<file path="src/rtl/ir_cap_pkg.sv">
`timescale 1ns/1ps
package ir_cap_pkg;
    typedef enum logic [1:0] {ST_OFF, ST_ARM, ST_RUN} run_state_t;

    localparam int unsigned RUN_LEN_MAX = 127;

    localparam int unsigned A_CTRL  = 0;
    localparam int unsigned A_CFG   = 1;
    localparam int unsigned A_COUNT = 2;

    localparam int unsigned B_EN    = 7;
    localparam int unsigned B_HIDLE = 4;
    localparam int unsigned B_VALID = 2;
    localparam int unsigned B_OVF   = 0;
endpackage

</file>
<file path="src/rtl/ir_cap_sync.sv">
`timescale 1ns/1ps
module ir_cap_sync (
    input  logic clk,
    input  logic rst_n,
    input  logic d,
    output logic q
);
    logic meta;

    always_ff @(posedge clk or negedge rst_n) begin
        if (!rst_n) begin
            meta <= 1'b1;
            q    <= 1'b1;
        end else begin
            meta <= d;
            q    <= meta;
        end
    end
endmodule

</file>
<file path="src/rtl/ir_cap_tick.sv">
`timescale 1ns/1ps
module ir_cap_tick #(
    parameter int PW = 16
) (
    input  logic          clk,
    input  logic          rst_n,
    input  logic          en,
    input  logic [PW-1:0] period_m1,
    output logic          tick
);
    logic [PW-1:0] presc;

    assign tick = en && (presc >= period_m1);

    always_ff @(posedge clk or negedge rst_n) begin
        if (!rst_n)        presc <= '0;
        else if (!en)      presc <= '0;
        else if (tick)     presc <= '0;
        else               presc <= presc + 1'b1;
    end
endmodule

</file>
<file path="src/rtl/ir_cap_runfsm.sv">
`timescale 1ns/1ps
module ir_cap_runfsm
    import ir_cap_pkg::*;
#(
    parameter int SPW = 16
) (
    input  logic           clk,
    input  logic           rst_n,
    input  logic           en,
    input  logic           tick,
    input  logic           smp,
    input  logic [SPW-1:0] idle_min,
    output logic           push,
    output logic [7:0]     push_byte,
    output logic           idle_evt
);
    localparam logic [6:0]     LEN_MAX = 7'(RUN_LEN_MAX);
    localparam logic [SPW-1:0] SP_TOP  = '1;

    run_state_t     state, state_n;
    logic           lvl, lvl_n;
    logic [6:0]     cnt, cnt_n, inc;
    logic [SPW-1:0] sp, sp_n, sp_inc;

    // state register
    always_ff @(posedge clk or negedge rst_n) begin
        if (!rst_n) begin
            state <= ST_OFF;
            lvl   <= 1'b1;
            cnt   <= '0;
            sp    <= '0;
        end else begin
            state <= state_n;
            lvl   <= lvl_n;
            cnt   <= cnt_n;
            sp    <= sp_n;
        end
    end

    assign inc    = cnt + 7'd1;
    assign sp_inc = (lvl && (sp != SP_TOP)) ? sp + 1'b1 : sp;

    // next state and outputs
    always_comb begin
        state_n   = state;
        lvl_n     = lvl;
        cnt_n     = cnt;
        sp_n      = sp;
        push      = 1'b0;
        push_byte = '0;
        idle_evt  = 1'b0;
        if (!en) begin
            state_n = ST_OFF;
            cnt_n   = '0;
            sp_n    = '0;
        end else begin
            unique case (state)
                ST_OFF: state_n = ST_ARM;
                ST_ARM: begin
                    if (tick && !smp) begin
                        lvl_n   = 1'b0;
                        cnt_n   = 7'd1;
                        sp_n    = '0;
                        state_n = ST_RUN;
                    end
                end
                ST_RUN: begin
                    if (tick) begin
                        if (smp != lvl) begin
                            if (cnt != '0) begin
                                push      = 1'b1;
                                push_byte = {lvl, cnt};
                            end
                            lvl_n = smp;
                            cnt_n = 7'd1;
                            sp_n  = smp ? SPW'(1) : '0;
                        end else if (lvl && (idle_min != '0) && (sp_inc >= idle_min)) begin
                            push      = 1'b1;
                            push_byte = {1'b1, inc};
                            idle_evt  = 1'b1;
                            state_n   = ST_ARM;
                            cnt_n     = '0;
                            sp_n      = '0;
                        end else if (inc == LEN_MAX) begin
                            push      = 1'b1;
                            push_byte = {lvl, LEN_MAX};
                            cnt_n     = '0;
                            sp_n      = sp_inc;
                        end else begin
                            cnt_n = inc;
                            sp_n  = sp_inc;
                        end
                    end
                end
                default: state_n = ST_OFF;
            endcase
        end
    end
endmodule

</file>
<file path="src/rtl/ir_cap_buf.sv">
`timescale 1ns/1ps
module ir_cap_buf #(
    parameter  int DEPTH  = 64,
    localparam int WORDS  = DEPTH / 4,
    localparam int WIDX_W = $clog2(WORDS),
    localparam int SLOT_W = WIDX_W + 2,
    localparam int CNT_W  = $clog2(DEPTH + 1)
) (
    input  logic              clk,
    input  logic              rst_n,
    input  logic              clr,
    input  logic              push,
    input  logic [7:0]        din,
    input  logic [WIDX_W-1:0] rd_word,
    output logic [31:0]       rdata,
    output logic [CNT_W-1:0]  count,
    output logic              ovf_evt
);
    logic [7:0] mem [DEPTH];
    logic       full;

    assign full    = (count == CNT_W'(DEPTH));
    assign ovf_evt = push && !clr && full;

    always_ff @(posedge clk or negedge rst_n) begin
        if (!rst_n) begin
            count <= '0;
            for (int i = 0; i < DEPTH; i++) mem[i] <= '0;
        end else if (clr) begin
            if (push) begin
                mem[0] <= din;
                count  <= CNT_W'(1);
            end else begin
                count  <= '0;
            end
        end else if (push && !full) begin
            mem[count[SLOT_W-1:0]] <= din;
            count <= count + 1'b1;
        end
    end

    for (genvar l = 0; l < 4; l++) begin : g_lane
        logic [SLOT_W-1:0] slot;
        assign slot = {rd_word, 2'(l)};
        assign rdata[8*l +: 8] = (CNT_W'(slot) < count) ? mem[slot] : 8'h00;
    end
endmodule

</file>
<file path="src/rtl/ir_runlen_capture.sv">
`timescale 1ns/1ps
module ir_runlen_capture
    import ir_cap_pkg::*;
#(
    parameter  int DEPTH      = 64,
    parameter  int PERIOD_RST = 82,
    parameter  int IDLE_RST   = 120,
    localparam int WIDX_W     = $clog2(DEPTH / 4),
    localparam int ADDR_W     = WIDX_W + 1
) (
    input  logic              clk,
    input  logic              rst_n,
    input  logic              ir_in,
    input  logic              wr_en,
    input  logic [ADDR_W-1:0] addr,
    input  logic [31:0]       wr_data,
    output logic [31:0]       rd_data,
    output logic              irq
);
    localparam int CNT_W = $clog2(DEPTH + 1);

    logic        en_q, flag_valid, flag_hidle, flag_ovf;
    logic [15:0] period_m1_q, idle_min_q;
    logic        smp, tick, push, idle_evt, ovf_evt;
    logic [7:0]  push_byte;
    logic        wr_ctrl, wr_cfg, buf_clr;
    logic [31:0] buf_word;
    logic [CNT_W-1:0] buf_count;

    assign wr_ctrl = wr_en && (addr == ADDR_W'(A_CTRL));
    assign wr_cfg  = wr_en && (addr == ADDR_W'(A_CFG));
    assign buf_clr = wr_ctrl && wr_data[B_VALID];

    ir_cap_sync u_sync (.clk(clk), .rst_n(rst_n), .d(ir_in), .q(smp));

    ir_cap_tick #(.PW(16)) u_tick (
        .clk(clk), .rst_n(rst_n), .en(en_q), .period_m1(period_m1_q), .tick(tick)
    );

    ir_cap_runfsm #(.SPW(16)) u_fsm (
        .clk(clk), .rst_n(rst_n), .en(en_q), .tick(tick), .smp(smp),
        .idle_min(idle_min_q), .push(push), .push_byte(push_byte), .idle_evt(idle_evt)
    );

    ir_cap_buf #(.DEPTH(DEPTH)) u_buf (
        .clk(clk), .rst_n(rst_n), .clr(buf_clr), .push(push), .din(push_byte),
        .rd_word(addr[WIDX_W-1:0]), .rdata(buf_word), .count(buf_count), .ovf_evt(ovf_evt)
    );

    always_ff @(posedge clk or negedge rst_n) begin
        if (!rst_n) begin
            en_q        <= 1'b0;
            flag_valid  <= 1'b0;
            flag_hidle  <= 1'b0;
            flag_ovf    <= 1'b0;
            period_m1_q <= 16'(PERIOD_RST);
            idle_min_q  <= 16'(IDLE_RST);
        end else begin
            if (wr_ctrl) en_q <= wr_data[B_EN];
            flag_valid <= idle_evt | (flag_valid & ~(wr_ctrl & wr_data[B_VALID]));
            flag_hidle <= idle_evt | (flag_hidle & ~(wr_ctrl & wr_data[B_HIDLE]));
            flag_ovf   <= ovf_evt  | (flag_ovf   & ~(wr_ctrl & wr_data[B_OVF]));
            if (wr_cfg) begin
                period_m1_q <= wr_data[31:16];
                idle_min_q  <= wr_data[15:0];
            end
        end
    end

    assign irq = flag_valid | flag_hidle;

    always_comb begin
        rd_data = '0;
        if (addr[ADDR_W-1]) begin
            rd_data = buf_word;
        end else if (addr == ADDR_W'(A_CTRL)) begin
            rd_data[B_EN]    = en_q;
            rd_data[B_HIDLE] = flag_hidle;
            rd_data[B_VALID] = flag_valid;
            rd_data[B_OVF]   = flag_ovf;
        end else if (addr == ADDR_W'(A_CFG)) begin
            rd_data = {period_m1_q, idle_min_q};
        end else if (addr == ADDR_W'(A_COUNT)) begin
            rd_data = 32'(buf_count);
        end
    end
endmodule

</file>
<file path="config.mk">
export PLATFORM = sky130hd
export DESIGN_NAME = ir_runlen_capture
export DESIGN_NICKNAME = d
export VERILOG_FILES = /design/src/rtl/ir_cap_pkg.sv /design/src/rtl/ir_cap_sync.sv /design/src/rtl/ir_cap_tick.sv /design/src/rtl/ir_cap_runfsm.sv /design/src/rtl/ir_cap_buf.sv /design/src/rtl/ir_runlen_capture.sv
export SDC_FILE = /design/constraint.sdc
export NUM_CORES = 1
export LEC_CHECK = 0
export ABC_AREA = 0
export CAP_MARGIN = 0
export CORE_UTILIZATION = 55
export CTS_CLUSTER_DIAMETER = 50
export DETAILED_ROUTE_END_ITERATION = 8
export PLACE_DENSITY = 0.8
export SYNTH_ARGS = -nofsm -noshare
export SYNTH_HDL_FRONTEND = slang
export SYNTH_SLANG_ARGS = --single-unit
</file>
<file path="constraint.sdc">
create_clock -name clk -period 4 [get_ports clk]
set_input_delay 0.6 -clock clk [delete_from_list [all_inputs] [get_ports clk]]
set_output_delay 0.6 -clock clk [all_outputs]
set_load 0.01 [all_outputs]
</file>
Word level (Yosys, flattened, before mapping)
Cells that the tools add are included.
{"block": "word_totals", "input_bits": 41, "mem_bits_rw": 0, "word_cells": 238, "n_memories": 0, "rom_bits": 0, "reg_bits": 599, "latch_bits": 0, "out_inout_bits": 33}
{"block": "classes", "bitwise_logic": 19, "n_reduce_logical": 26, "order_cmp": 12, "n_mux": 82, "multipliers": 0, "n_div": 0, "shift": 0, "n_eq_ne": 17, "n_addsub": 4}
{"operator": "512-bit bitwise mux", "n": 1}
{"operator": "512-bit two-way mux", "n": 1}
{"operator": "8-bit binary-select mux with 6-bit select", "n": 4}
{"operator": "8-bit two-way mux", "n": 22}
{"operator": "16-bit two-way mux", "n": 8}
{"operator": "32-bit two-way mux", "n": 2}
{"operator": "7-bit two-way mux", "n": 9}
{"operator": "8-bit demux with 6-bit select", "n": 1}
{"operator": "7-bit >= comparator, second input constant", "n": 5}
{"operator": "6-bit NOT with 7-bit output", "n": 5}
{"operator": "16-bit by 1-bit adder with 16-bit output, second input constant", "n": 2}
{"operator": "16-bit >= comparator", "n": 2}
{"operator": "16-bit case mux with 2 select lines", "n": 1}
{"operator": "6-bit by 7-bit < comparator with 1-bit output", "n": 4}
{"operator": "24-bit two-way mux", "n": 1}
{"operator": "1-bit two-way mux", "n": 23}
{"operator": "16-bit inequality test, second input constant", "n": 1}
{"operator": "16-bit nonzero test", "n": 1}
{"operator": "7-bit by 1-bit adder with 7-bit output, second input constant", "n": 2}
{"operator": "7-bit equality test, second input constant", "n": 2}
{"operator": "7-bit case mux with 2 select lines", "n": 1}
{"operator": "1-bit logical AND", "n": 12}
{"operator": "2-bit two-way mux", "n": 6}
{"operator": "3-bit by 2-bit inequality test with 1-bit output, second input constant", "n": 3}
{"operator": "other kinds (24)", "n": 41}

Logic depth before layout (Yosys ltp)
{"block": "depth", "depth_word": 13, "mapped_depth": 17, "depth_no_buf": 14}

By module
A second synthesis with hierarchy kept.
{"block": "unflattened", "hier_cells": 2113, "area_unflattened_um2": 29498.3}
{"module": "ir_cap_buf", "area_per_inst_um2": 23969.2, "n_inst": 1, "seq_area_each_um2": 12987.5, "cells_each": 1549}
{"module": "ir_cap_runfsm", "area_per_inst_um2": 2323.5, "n_inst": 1, "seq_area_each_um2": 651.9, "cells_each": 275}
{"module": "ir_runlen_capture", "area_per_inst_um2": 1996.9, "n_inst": 1, "seq_area_each_um2": 909.6, "cells_each": 157}
{"module": "ir_cap_tick", "area_per_inst_um2": 1156.1, "n_inst": 1, "seq_area_each_um2": 400.4, "cells_each": 130}
{"module": "ir_cap_sync", "area_per_inst_um2": 52.6, "n_inst": 1, "seq_area_each_um2": 52.6, "cells_each": 2}

Least setup slack after synthesis
OpenSTA, ideal clock, no wires.
{"block": "synth_timing", "path_kind": "reg2reg", "startpoint": "register u_fsm.sp[0]", "endpoint": "register u_buf.mem[101] (netlist name)", "slack_ps": -344, "path_buffers": 3, "setup_ps": 125, "stages_incl_launch_ff": 18, "arrival_ps": 4220, "path_cell_list": "dfrtp_1 > ha_1 > nand4_1 > nor3_1 > a211oi_1 > nand2_1 > or3_1 > xnor2_1 > ha_1 > nand4_1 > a311oi_1 > a211oi_2 > o21a_1 > buf_6 > buf_6 > buf_6 > nor3_4 > mux2_2"}
{"block": "synth_between", "elab_chain_cells": 12}
{"item": "from (decl)", "line_no": "ir_cap_runfsm.sv:23", "text": "logic [SPW-1:0] sp, sp_n, sp_inc;"}
{"item": "from (signal assigned)", "line_no": "ir_cap_runfsm.sv:36", "text": "sp <= sp_n;"}
{"item": "parallel branches: the longest is 2 deep, another holds 16-bit by 1-bit adder with 16-bit output"}
{"item": "16-bit two-way mux (*)", "line_no": "ir_cap_runfsm.sv:41", "text": "assign sp_inc = (lvl && (sp != SP_TOP)) ? sp + 1'b1 : sp;"}
{"item": "16-bit >= comparator (*)", "line_no": "ir_cap_runfsm.sv:77", "text": "end else if (lvl && (idle_min != '0) && (sp_inc >= idle_min)) begin"}
{"item": "1-bit logical AND (*)", "line_no": "ir_cap_runfsm.sv:77"}
{"item": "1-bit two-way mux", "line_no": "ir_cap_runfsm.sv:77"}
{"item": "1-bit two-way mux", "line_no": "ir_cap_runfsm.sv:69", "text": "if (smp != lvl) begin"}
{"item": "1-bit two-way mux", "line_no": "ir_cap_runfsm.sv:68", "text": "if (tick) begin"}
{"item": "1-bit two-way mux", "line_no": "ir_cap_runfsm.sv:57", "text": "unique case (state)"}
{"item": "1-bit two-way mux", "line_no": "ir_cap_runfsm.sv:52", "text": "if (!en) begin"}
{"item": "1-bit logical AND", "line_no": "ir_cap_buf.sv:36", "text": "end else if (push && !full) begin"}
{"item": "2-bit AND reduction (no line)"}
{"item": "to (signal, indexed assignment)", "line_no": "ir_cap_buf.sv:37", "text": "mem[count[SLOT_W-1:0]] <= din;"}
{"item": "to (decl)", "line_no": "ir_cap_buf.sv:19", "text": "logic [7:0] mem [DEPTH];"}
Every way passes the cells marked *.
A chain may end at the register's enable or synchronous reset.

Worst setup path after layout
{"block": "layout_timing", "startpoint": "register u_fsm.sp[1]", "endpoint": "register u_buf.mem[445] (netlist name)"}
Same word-level chain as after synthesis.

==> impl_metrics.yaml <==
die:
  start_util: 0.5587
  fp.dieArea_um2: 55710
  io_pins: 74
  core-area_um2: 53920
  die_x_um: 236.0
  num_rows: 85
  die_h_um: 236.0
sta:
  worstMarginPinSlew_ns: 1.262
  hold_viol: 0
  fin_crit_sh: 1.042
  fin_skew_ns: 0.03392
  fmax_mhz: 240.0
  slew_viol_final: 0
  relSlewSlack: 0.1556
  rsz0062_at_grt: "yes"
  tns_ns: -19.35
  setup_viol: 380
  layout_min_cycle_time_ns: 4.167
  fin_ws_ns: -0.1672
synth:
  synth.most_common_cell: "dfrtp_1"
  synth_largest_area_cell: "dfrtp_1"
  ys.flop_type: "dfrtp_1"
  netlist_area_um2: 30120
  synthCells: 2142
  syn_nets: 2227
  ys_ff_latch: 599
  syn_area_per_cell_um2: 14.06
  seq_area_frac_synth: 0.4980
  synth.distinct_cells: 73
  synth-edff-count: 0
  synth_common_cells: "dfrtp_1 (589), mux2_2 (535), mux4_2 (160)"
  async_flop_share: 1.000
  netlist.area_leader.share: 0.4893
  synth_warnings: 0
  yosys-top-cells-area: "dfrtp_1 (49%), mux2_2 (20%), mux4_2 (12%)"
detailed_routing:
  drt-pass1-iter-count: 6
  via_count: 20614
  vias_per_cell: 6.567
  wire_per_inst_um: 27.43
  wirelength_um: 86120
  ant_nets: 0
  dr.first_iter.drc_count: 2126
  drc: 0
layout:
  fin_cells: 3139
  syn_to_final_growth_pct: 23.17
  final_area_um2: 37100
  nets: 2474
  antenna_cells: 0
  layout-drive-gt1-share: 0.4789
power_and_ir_drop:
  p_leak_nw: 17.33
  power_density_nw_per_um2: 395.0
  total_power_mw: 14.66
  peakVddDrop_v: 0.0003873
grt:
  grt_pass1_wl_um: 125400
  antenna_found_initial: 3
  grt_start_max_net_pins: 109
  track_usage: 0.2910
  grt_pass1_vias: 21311
  grt_overflow_total: 0
placement:
  gp_congestion: 0.9027
  portBuffers: 73
  preCtsSetupSlack_ns: -0.3262
  dp_cells: 2974
  dpl-instance-area_um2: 33550
  dp_hpwl_um: 51940
cts:
  ctsLongestPathBuffers: 3
  htree_levels: 3
  cts_root_buffer: "clkbuf_16"
  cts_sinks: 599
  numCtsBuffers: 67
  cts_tree: "built"
  clock_latency_ns: 0.63
  postCtsHoldBufs: 0
  clk_pin_slew_ns: 0.06
setup_path:
  crit_type: "register to register"
  worst_path_max_delay_cell: "dfrtp_1"
  cp-end-kind: "register"
  cp-start-kind: "register"
  path_cells: "ha_2 > nand4_1 > nor3_4 > a211oi_4 > nand2_2 > or3_4 > xnor2_1 > ha_1 > nand4_1 > a311oi_2 > a211oi_2 > buf_6 > buf_6 > buf_4 > o21ai_4 > buf_8 > nand3_1 > buf_4 > mux2_4"
  reg2reg_slack_ns: -0.17
  timing.rr.end: "u_buf.mem[445]"
  worstPathArrival_ns: 4.66
  critPathMaxStageDelay_ns: 0.39
  required_ns: 4.50
  r2r-start: "u_fsm.sp[1]"
  critical_path.max_fanout: 12
  rr_worst_depth: 19
status:
  status: "finished, violations left"
  violations: "negative setup slack"
hold_path:
  hp-class: "primary input to asynchronous set/reset pin"
run:
  maxCapViolCount: 0
-- final cells by class --
class | count | area [um^2]
sequential | 599 | 15000
fill | 3327 | 16820
clock inverter | 32 | 387.9
inverter | 84 | 315.3
tap | 696 | 870.8
timing repair buffer | 320 | 3991
multi-input combinational | 1317 | 14670
clock buffer | 91 | 1867
-- sequential cells by signal (all words and copies together), names as in the netlist --
name	count
u_buf.mem	512
u_fsm.lvl	1
en_q	1
u_fsm.state	2
u_sync.q	1
idle_min_q	16
flag_ovf	1
u_tick.presc	16
u_fsm.sp	16
flag_hidle	1
u_buf.count	7
u_sync.meta	1
period_m1_q	16
u_fsm.cnt	7
flag_valid	1
-- report_power, final --
group | switching, mW | internal [mW]
logic | 1.24 | 0.740
registers | 0.167 | 6.19
clock network | 2.61 | 3.72
total | 4.01 | 10.6
-- per-layer routing --
layer | vias up | GRT usage | wire (um)
met5 | - | 0 | 27
met4 | 4 | 0.1052 | 3359
met3 | 222 | 0.05348 | 7306
met2 | 1085 | 0.4811 | 41780
met1 | 10817 | 0.3862 | 33640
li1 | 8486 | - | -
-- placed cells by master (no fill, tap or decap), types with 11 or more instances in the layout --
| cell type | n |
|---|---|
| a21oi_1 | 18 |
| and3_1 | 25 |
| buf_12 | 72 |
| buf_4 | 118 |
| buf_6 | 33 |
| clkbuf_1 | 14 |
| clkbuf_16 | 82 |
| clkbuf_8 | 11 |
| clkdlybuf4s50_1 | 64 |
| clkinv_2 | 11 |
| dfrtp_1 | 588 |
| ha_1 | 43 |
| inv_1 | 82 |
| mux2_2 | 485 |
| mux2_4 | 52 |
| mux4_2 | 160 |
| nand2_1 | 75 |
| nand3_1 | 83 |
| nand4_1 | 13 |
| nor2_1 | 40 |
| nor3_1 | 21 |
| nor3_4 | 45 |
| o21ai_0 | 35 |
| xnor2_1 | 17 |
| xor2_1 | 14 |
-- kinds of logic after synthesis --
group,after synthesis,synth area share
mux,707,0.3239
fa+ha+maj,44,0.01828
buf+inv,227,0.03098
compound gates,164,0.04046
flops,599,0.4980
xor+xnor,31,0.009013
simple gates,370,0.07933
-- timing repair --
action | CTS | global route
buffers inserted | 6 | 17
resized for setup | 31 | 142
setup endpoints to repair | 538 | 568
pin swaps | 4 | 21
gates cloned | 1 | 22
-- per-stage QoR --
step,hold WS [ns],util
after CTS,0.03433,0.6669
after detailed placement,0.3479,0.6222
after global routing,0.08151,0.6881
after floorplan,0.3044,-
final,0.03200,0.6881
after global placement,0.3471,0.6222
-- worst max path at each step --
stage,cells after the start,start,slack [ns],endpoint
after floorplan,17,u_fsm.sp[0],-0.02,u_buf.mem[101]
after global placement,17,u_fsm.sp[0],-0.23,u_buf.mem[189]
after detailed placement,17,u_fsm.sp[1],-0.33,u_buf.mem[85]
after CTS,17,u_fsm.sp[0],-0.12,u_buf.mem[411]
after global routing,19,u_fsm.sp[1],-0.26,u_buf.mem[445]
final,19,u_fsm.sp[1],-0.17,u_buf.mem[445]
-- worst max-delay path, delay by kind of cell (launching register included) --
kind,cells,cell delay [ns]
xor gates and xnor gates,1,0.14
buffers and inverters,5,0.86
AOI/OAI and AO/OA,4,0.87
DFF,1,0.39
adders and majority gates,2,0.52
and+or+nand+nor,6,0.98
muxes,1,0.30
Power figures use the tool's default switching activity.
